File: config.mk
export PLATFORM = sky130hd
export DESIGN_NAME = wl_loader
export DESIGN_NICKNAME = d
export VERILOG_FILES = /design/src/rtl/wl_pkg.sv /design/src/rtl/wl_ctrl.sv /design/src/rtl/wl_fetch.sv /design/src/rtl/wl_writer.sv /design/src/rtl/wl_loader.sv
export SDC_FILE = /design/constraint.sdc
export NUM_CORES = 1
export LEC_CHECK = 0
export BUFFER_PORTS_ARGS = -buffer_cell sky130_fd_sc_hd__buf_2
export CORE_MARGIN = 2
export CORE_UTILIZATION = 59
export CTS_BUF_LIST = sky130_fd_sc_hd__clkbuf_4
export CTS_CLUSTER_DIAMETER = 60
export DETAILED_ROUTE_END_ITERATION = 7
export PLACE_DENSITY_LB_ADDON = 0.2
export SLEW_MARGIN = 20
export SYNTH_ARGS = -nofsm -noshare
export SYNTH_HDL_FRONTEND = slang
export SYNTH_SLANG_ARGS = --single-unit
File: constraint.sdc
create_clock -name clk -period 25.7 [get_ports clk]
set_input_delay 7.71 -clock clk [delete_from_list [all_inputs] [get_ports clk]]
set_output_delay 7.71 -clock clk [all_outputs]
set_load 0.02 [all_outputs]
File: src/rtl/wl_pkg.sv
package wl_pkg;
  typedef enum logic [2:0] {
    ST_IDLE  = 3'd0,
    ST_REQ   = 3'd1,
    ST_WAIT  = 3'd2,
    ST_WRITE = 3'd3,
    ST_CLEAR = 3'd4,
    ST_JUMP  = 3'd5
  } wl_state_e;
endpackage

File: src/rtl/wl_ctrl.sv
module wl_ctrl
  import wl_pkg::*;
#(
  parameter int BURST       = 8,
  parameter int N_WIDES     = 62,
  parameter int CLEAR_WORDS = 4,
  localparam int BEAT_W     = $clog2(BURST),
  localparam int WIDE_W     = $clog2(N_WIDES),
  localparam int CLR_W      = $clog2(CLEAR_WORDS)
) (
  input  logic              clk,
  input  logic              rst_n,
  input  logic              start_i,
  input  logic              aligned_i,
  input  logic              hub_valid_i,
  output logic              accept_o,
  output logic              rd_issue_o,
  output logic              capture_o,
  output logic              wr_en_o,
  output logic              clr_en_o,
  output logic              jump_o,
  output logic              err_o,
  output logic              busy_o,
  output logic [WIDE_W-1:0] wide_idx_o,
  output logic [BEAT_W-1:0] beat_o
);

  wl_state_e          state_q, state_d;
  logic [BEAT_W-1:0]  beat_q, beat_d;
  logic [WIDE_W-1:0]  wide_q, wide_d;
  logic [CLR_W-1:0]   clr_q, clr_d;
  logic               err_q, err_d;

  always_comb begin
    state_d = state_q;
    beat_d  = beat_q;
    wide_d  = wide_q;
    clr_d   = clr_q;
    err_d   = 1'b0;
    case (state_q)
      ST_IDLE: begin
        if (start_i) begin
          if (aligned_i) begin
            state_d = ST_REQ;
            wide_d  = '0;
          end else begin
            err_d = 1'b1;
          end
        end
      end
      ST_REQ: state_d = ST_WAIT;
      ST_WAIT: begin
        if (hub_valid_i) begin
          state_d = ST_WRITE;
          beat_d  = '0;
        end
      end
      ST_WRITE: begin
        if (beat_q == BEAT_W'(BURST - 1)) begin
          if (wide_q == WIDE_W'(N_WIDES - 1)) begin
            state_d = ST_CLEAR;
            clr_d   = '0;
          end else begin
            state_d = ST_REQ;
            wide_d  = wide_q + 1'b1;
          end
        end else begin
          beat_d = beat_q + 1'b1;
        end
      end
      ST_CLEAR: begin
        if (clr_q == CLR_W'(CLEAR_WORDS - 1)) begin
          state_d = ST_JUMP;
        end else begin
          clr_d = clr_q + 1'b1;
        end
      end
      ST_JUMP: state_d = ST_IDLE;
      default: state_d = ST_IDLE;
    endcase
  end

  always_ff @(posedge clk or negedge rst_n) begin
    if (!rst_n) begin
      state_q <= ST_IDLE;
      beat_q  <= '0;
      wide_q  <= '0;
      clr_q   <= '0;
      err_q   <= 1'b0;
    end else begin
      state_q <= state_d;
      beat_q  <= beat_d;
      wide_q  <= wide_d;
      clr_q   <= clr_d;
      err_q   <= err_d;
    end
  end

  assign accept_o   = (state_q == ST_IDLE) && start_i && aligned_i;
  assign rd_issue_o = (state_q == ST_REQ);
  assign capture_o  = (state_q == ST_WAIT) && hub_valid_i;
  assign wr_en_o    = (state_q == ST_WRITE);
  assign clr_en_o   = (state_q == ST_CLEAR);
  assign jump_o     = (state_q == ST_JUMP);
  assign busy_o     = (state_q != ST_IDLE);
  assign err_o      = err_q;
  assign wide_idx_o = wide_q;
  assign beat_o     = beat_q;

  // jump strobe lasts a single cycle
  assert_jump_pulse_R6: assert property (@(posedge clk) disable iff (!rst_n)
    jump_o |=> !jump_o);

  // a refused start leaves the loader idle with no hub traffic
  assert_err_idle_R7: assert property (@(posedge clk) disable iff (!rst_n)
    err_o |-> (!busy_o && !rd_issue_o));

  // a start seen while busy never restarts the sequence
  assert_busy_start_R8: assert property (@(posedge clk) disable iff (!rst_n)
    (busy_o && !jump_o && start_i) |=> busy_o);

  // hub read and local write never share a cycle
  assert_rd_not_wr_R1: assert property (@(posedge clk) disable iff (!rst_n)
    rd_issue_o |-> !(wr_en_o || clr_en_o));

endmodule

File: src/rtl/wl_fetch.sv
module wl_fetch #(
  parameter int DATA_W = 32,
  parameter int HUB_AW = 20,
  parameter int BURST  = 8,
  parameter int WIDE_W = 6,
  localparam int BEAT_W = $clog2(BURST),
  localparam int WIDE_BITS = BURST * DATA_W
) (
  input  logic                 clk,
  input  logic                 rst_n,
  input  logic                 accept_i,
  input  logic [HUB_AW-1:0]    code_addr_i,
  input  logic                 rd_issue_i,
  input  logic                 capture_i,
  input  logic [WIDE_BITS-1:0] hub_data_i,
  input  logic [WIDE_W-1:0]    wide_idx_i,
  input  logic [BEAT_W-1:0]    beat_i,
  output logic                 hub_rd_o,
  output logic [HUB_AW-1:0]    hub_addr_o,
  output logic [DATA_W-1:0]    word_o
);

  logic [HUB_AW-1:0] base_q;
  logic [DATA_W-1:0] buf_q [BURST];

  always_ff @(posedge clk or negedge rst_n) begin
    if (!rst_n) begin
      base_q <= '0;
    end else if (accept_i) begin
      base_q <= code_addr_i;
    end
  end

  for (genvar g = 0; g < BURST; g++) begin : g_lane
    always_ff @(posedge clk or negedge rst_n) begin
      if (!rst_n) begin
        buf_q[g] <= '0;
      end else if (capture_i) begin
        buf_q[g] <= hub_data_i[g*DATA_W +: DATA_W];
      end
    end
  end

  assign hub_rd_o   = rd_issue_i;
  assign hub_addr_o = base_q + HUB_AW'({wide_idx_i, {BEAT_W{1'b0}}});
  assign word_o     = buf_q[beat_i];

  // every wide read lands on a wide boundary
  assert_hub_align_R1: assert property (@(posedge clk) disable iff (!rst_n)
    hub_rd_o |-> (hub_addr_o[BEAT_W-1:0] == '0));

endmodule

File: src/rtl/wl_writer.sv
module wl_writer #(
  parameter int DATA_W      = 32,
  parameter int LM_AW       = 9,
  parameter int LOAD_WORDS  = 496,
  parameter int CLEAR_WORDS = 4,
  localparam int LAST_ADDR  = LOAD_WORDS + CLEAR_WORDS - 1
) (
  input  logic              clk,
  input  logic              rst_n,
  input  logic              accept_i,
  input  logic              wr_en_i,
  input  logic              clr_en_i,
  input  logic [DATA_W-1:0] word_i,
  output logic              lm_we_o,
  output logic [LM_AW-1:0]  lm_addr_o,
  output logic [DATA_W-1:0] lm_data_o
);

  logic [LM_AW-1:0] idx_q, idx_d;
  logic             idx_en;

  assign idx_en = accept_i || wr_en_i || clr_en_i;

  always_comb begin
    if (accept_i) begin
      idx_d = '0;
    end else begin
      idx_d = idx_q + 1'b1;
    end
  end

  always_ff @(posedge clk or negedge rst_n) begin
    if (!rst_n) begin
      idx_q <= '0;
    end else if (idx_en) begin
      idx_q <= idx_d;
    end
  end

  assign lm_we_o   = wr_en_i || clr_en_i;
  assign lm_addr_o = idx_q;
  assign lm_data_o = wr_en_i ? word_i : '0;

  // no write above the last special location
  assert_addr_range_R4: assert property (@(posedge clk) disable iff (!rst_n)
    lm_we_o |-> (lm_addr_o <= LM_AW'(LAST_ADDR)));

  // special locations only ever receive zero
  assert_clear_zero_R4: assert property (@(posedge clk) disable iff (!rst_n)
    (lm_we_o && (lm_addr_o >= LM_AW'(LOAD_WORDS))) |-> (lm_data_o == '0));

  // back-to-back writes step the index by one
  assert_idx_step_R2: assert property (@(posedge clk) disable iff (!rst_n)
    (lm_we_o && $past(lm_we_o)) |-> (lm_addr_o == $past(lm_addr_o) + 1'b1));

endmodule

File: src/rtl/wl_loader.sv
module wl_loader #(
  parameter int DATA_W      = 32,
  parameter int HUB_AW      = 20,
  parameter int BURST       = 8,
  parameter int LOAD_WORDS  = 496,
  parameter int CLEAR_WORDS = 4,
  parameter int LM_AW       = 9,
  localparam int N_WIDES    = LOAD_WORDS / BURST,
  localparam int BEAT_W     = $clog2(BURST),
  localparam int WIDE_W     = $clog2(N_WIDES),
  localparam int WIDE_BITS  = BURST * DATA_W
) (
  input  logic                 clk,
  input  logic                 rst_n,
  input  logic                 start_i,
  input  logic [HUB_AW-1:0]    code_addr_i,
  input  logic [HUB_AW-1:0]    par_addr_i,
  output logic                 hub_rd_o,
  output logic [HUB_AW-1:0]    hub_addr_o,
  input  logic                 hub_valid_i,
  input  logic [WIDE_BITS-1:0] hub_data_i,
  output logic                 lm_we_o,
  output logic [LM_AW-1:0]     lm_addr_o,
  output logic [DATA_W-1:0]    lm_data_o,
  output logic [HUB_AW-1:0]    ptr_par_o,
  output logic [HUB_AW-1:0]    ptr_code_o,
  output logic                 busy_o,
  output logic                 jump_o,
  output logic                 err_o
);

  logic rst_meta_q, rst_sync_n;

  always_ff @(posedge clk or negedge rst_n) begin
    if (!rst_n) begin
      rst_meta_q <= 1'b0;
      rst_sync_n <= 1'b0;
    end else begin
      rst_meta_q <= 1'b1;
      rst_sync_n <= rst_meta_q;
    end
  end

  logic              aligned;
  logic              accept, rd_issue, capture, wr_en, clr_en;
  logic [WIDE_W-1:0] wide_idx;
  logic [BEAT_W-1:0] beat;
  logic [DATA_W-1:0] word;

  assign aligned = (code_addr_i[BEAT_W-1:0] == '0);

  wl_ctrl #(
    .BURST       (BURST),
    .N_WIDES     (N_WIDES),
    .CLEAR_WORDS (CLEAR_WORDS)
  ) u_ctrl (
    .clk         (clk),
    .rst_n       (rst_sync_n),
    .start_i     (start_i),
    .aligned_i   (aligned),
    .hub_valid_i (hub_valid_i),
    .accept_o    (accept),
    .rd_issue_o  (rd_issue),
    .capture_o   (capture),
    .wr_en_o     (wr_en),
    .clr_en_o    (clr_en),
    .jump_o      (jump_o),
    .err_o       (err_o),
    .busy_o      (busy_o),
    .wide_idx_o  (wide_idx),
    .beat_o      (beat)
  );

  wl_fetch #(
    .DATA_W (DATA_W),
    .HUB_AW (HUB_AW),
    .BURST  (BURST),
    .WIDE_W (WIDE_W)
  ) u_fetch (
    .clk         (clk),
    .rst_n       (rst_sync_n),
    .accept_i    (accept),
    .code_addr_i (code_addr_i),
    .rd_issue_i  (rd_issue),
    .capture_i   (capture),
    .hub_data_i  (hub_data_i),
    .wide_idx_i  (wide_idx),
    .beat_i      (beat),
    .hub_rd_o    (hub_rd_o),
    .hub_addr_o  (hub_addr_o),
    .word_o      (word)
  );

  wl_writer #(
    .DATA_W      (DATA_W),
    .LM_AW       (LM_AW),
    .LOAD_WORDS  (LOAD_WORDS),
    .CLEAR_WORDS (CLEAR_WORDS)
  ) u_writer (
    .clk       (clk),
    .rst_n     (rst_sync_n),
    .accept_i  (accept),
    .wr_en_i   (wr_en),
    .clr_en_i  (clr_en),
    .word_i    (word),
    .lm_we_o   (lm_we_o),
    .lm_addr_o (lm_addr_o),
    .lm_data_o (lm_data_o)
  );

  logic [HUB_AW-1:0] ptr_par_q, ptr_code_q;

  always_ff @(posedge clk or negedge rst_sync_n) begin
    if (!rst_sync_n) begin
      ptr_par_q  <= '0;
      ptr_code_q <= '0;
    end else if (accept) begin
      ptr_par_q  <= par_addr_i;
      ptr_code_q <= code_addr_i;
    end
  end

  assign ptr_par_o  = ptr_par_q;
  assign ptr_code_o = ptr_code_q;

  // pointers hold steady for the whole load
  assert_ptr_hold_R5: assert property (@(posedge clk) disable iff (!rst_sync_n)
    (busy_o && $past(busy_o)) |-> ($stable(ptr_par_o) && $stable(ptr_code_o)));

  // local writes only happen inside a load
  assert_we_busy_R4: assert property (@(posedge clk) disable iff (!rst_sync_n)
    lm_we_o |-> busy_o);

endmodule

==> metrics <==
Root Buffer clkbuf_4; via count 12700; crit path launch type register; core box area 0.0250 mm²; H-tree depth 3; mux cell area share after synthesis 0.121; Synth cell types 43; xor and xnor area share after synthesis 0.0100; worst vdd ir 0.0611 mV; Rel. slew slack 0.193; worst hold margin 0.288 ns; Syn Nets 1907; final non-filler cell area 0.0181 mm²; global-route wire length before repair around 62 mm; Initial Utilization 0.594; Nets 2316; row count between 50 and 60; placed inst area 0.0169 mm²; Die X-Extent 163 µm; largest net degree at the start of global routing 260; share of layout cells above drive strength 1 0.301; Synth area leaders dfrtp_1 (54%), nand2_1 (23%), mux4_2 (9.7%); worst-case clock buffer depth 3; clock-pin slew on the worst setup and hold paths 0.06 ns; setup TNS 0 ns; CTS tree built; final setup fails 0; Total Power 2.20 mW; Setup Slack @ Placement 15.35 ns; DRT iter0 DRCs 1064; max incr delay on CP roughly 0.75 ns; Setup Buffers After CTS 0; area delta synth->final 21.7%; detailed-route vias per instance 5.27; maximum operating frequency ~91 MHz; register area share after synthesis 0.543; Tmin final 11.03 ns; Final Max Slew Viols 0; final-report hold violation count 0; CP max stage cell a221oi_1; outcome complete, no violations; fin crit share 0.429; Final Worst Setup Slack 14.67 ns; final clock skew between 0.05 and 0.06 ns; Yosys top cell area share 0.543; I/O pin count 406; GRT Overall Usage 0.299; routed len/inst 16.3 µm; adder-cell share of the synthesized area 0.0115; Die Ht 163 µm; TritonCTS Sinks about 320; area fraction in and, or, nand and nor cells after synthesis 0.261; remaining global-route overflow 0; synthesis-stage register bit count 322; Post-synth ARST share 1.00; WP data required ~18 ns; first-pass iteration count of the detailed router 5; DP HPWL 26.5 mm; cts hold-fix bufs 0; # placed instances around 2200; synth cell count leaders nand2_1 (900), dfrtp_1 (322), mux4_2 (64); clock buffer count from CTS 85; mean post-synth cell area 9.31 µm²; Leakage approximately 10 nW; Critical Path Fanout Max 6; final core occ 0.723; Max Cap Violations 0; critical path cell sequence ha_1 > fa_1 > a21o_1 > a221oi_1 > and4b_1 > xor2_1 > buf_2; HP Class reg2async; post-synth top area cell dfrtp_1; CP Class reg2out; Post-route DRC 0; number of enable flip-flop cells after synthesis 0; Slew @ Worst Pin 1.21 ns; Synth warnings 0; pwr/cell area about 120 mW/mm²; number of global-route vias before repair roughly 13000; cell with the most instances after synthesis nand2_1; largest family of logic cells by synthesized area simple AND/OR/NAND/NOR gates; Post-synth top flop dfrtp_1; synthesized instance count about 1600; clock latency on the worst-skew pair 0.70 ns; crit path capture type primary output; number of antenna violations at the first check in global routing 17; Die ar. roughly 0.026 mm²; Final ANT Viol Nets 0; Critical Path AT 3.32 ns; RSZ-0062 raised after global routing no; IO Port Bufs just over 400; fin cells 2414; compound-cell area share of the yosys netlist 0.0217; Post-Route WL 39.4 mm; PostCTS Resize Cnt 0; synthesized cell area approximately 0.015 mm²; GP Congestion 0.881
-- flip-flops by register name (all words and copies together), names as in the netlist --
register	count
u_writer.lm_addr_o	9
rst_meta_q	1
u_ctrl.wide_idx_o	6
u_fetch.buf_q	256
u_ctrl.state_q	3
u_ctrl.beat_o	3
ptr_par_o	20
u_ctrl.err_o	1
u_ctrl.clr_q	2
u_fetch.base_q	20
rst_sync_n	1
-- power by group --
part	internal, mW	switching [mW]
clock network	0.230	0.210
logic	0.380	0.489
registers	0.723	0.172
total	1.33	0.870
-- cells in the final DEF, fill, tap and decap left out, drive strengths merged, types with 3 or more instances in the layout --
master	count
a21boi	3
a21o	5
a21oi	12
and2	3
and3	6
buf	416
clkbuf	123
clkinv	23
dfrtp	322
diode	18
ha	12
inv	8
mux2i	35
mux4	64
nand2	900
nand3	12
nor2	44
nor3	7
o2111ai	3
o211ai	7
o21ai	12
o31ai	4
or4	3
xnor2	7
xor2	10
-- final timing paths --
check                                          start              endpoint  slack [ns]  cells after the start
worst max-delay path            u_ctrl.wide_idx_o[0]        hub_addr_o[19]       14.67                      7
worst min-delay path                      rst_sync_n    u_fetch.buf_q[218]        0.29                      0
worst max register to register      u_ctrl.beat_o[0]  u_ctrl.wide_idx_o[5]       22.39                      7
worst min register to register            rst_sync_n    u_fetch.buf_q[218]        0.29                      0
max in group asynchronous                      rst_n            rst_sync_n       18.78                      1
min in group clk                          rst_meta_q            rst_sync_n        0.36                      0
-- worst max-delay path: cells and delay by family, from the launching register on --
| family | cells | cell delay (ns) |
|---|---|---|
| DFF | 1 | 0.43 |
| adders and majority gates | 2 | 0.65 |
| buffers and inverters | 1 | 0.19 |
| and+or+nand+nor | 1 | 0.29 |
| xor gates and xnor gates | 1 | 0.13 |
| AOI/OAI and AO/OA | 2 | 0.97 |
-- per-layer routing --
metal / share of wire / global-route usage
met5: 0.00033 / 0
met4: 0.036 / 0.145
met3: 0.070 / 0.0698
met2: 0.49 / 0.472
met1: 0.41 / 0.396
-- cells by family (layout without fill, tap and decap cells) --
family | Yosys count | count (layout)
fa+ha+maj | 13 | 13
compound gates | 50 | 50
other cells | 1 | 19
simple gates | 992 | 992
xor+xnor | 17 | 17
buf+inv | 100 | 572
flops | 322 | 322
mux | 99 | 99
-- final cells by class --
cell class / instances / area (µm²)
Sequential cell: 322 / 8070
Fill cell: 1964 / 6910
Multi-Input combinational cell: 1172 / 6310
Timing Repair Buffer: 416 / 2130
Clock buffer: 123 / 923
Tap cell: 330 / 413
Clock inverter: 27 / 139
Antenna cell: 18 / 45.0
Inverter: 6 / 22.5
Note: power is estimated with default switching activity, not from simulation.
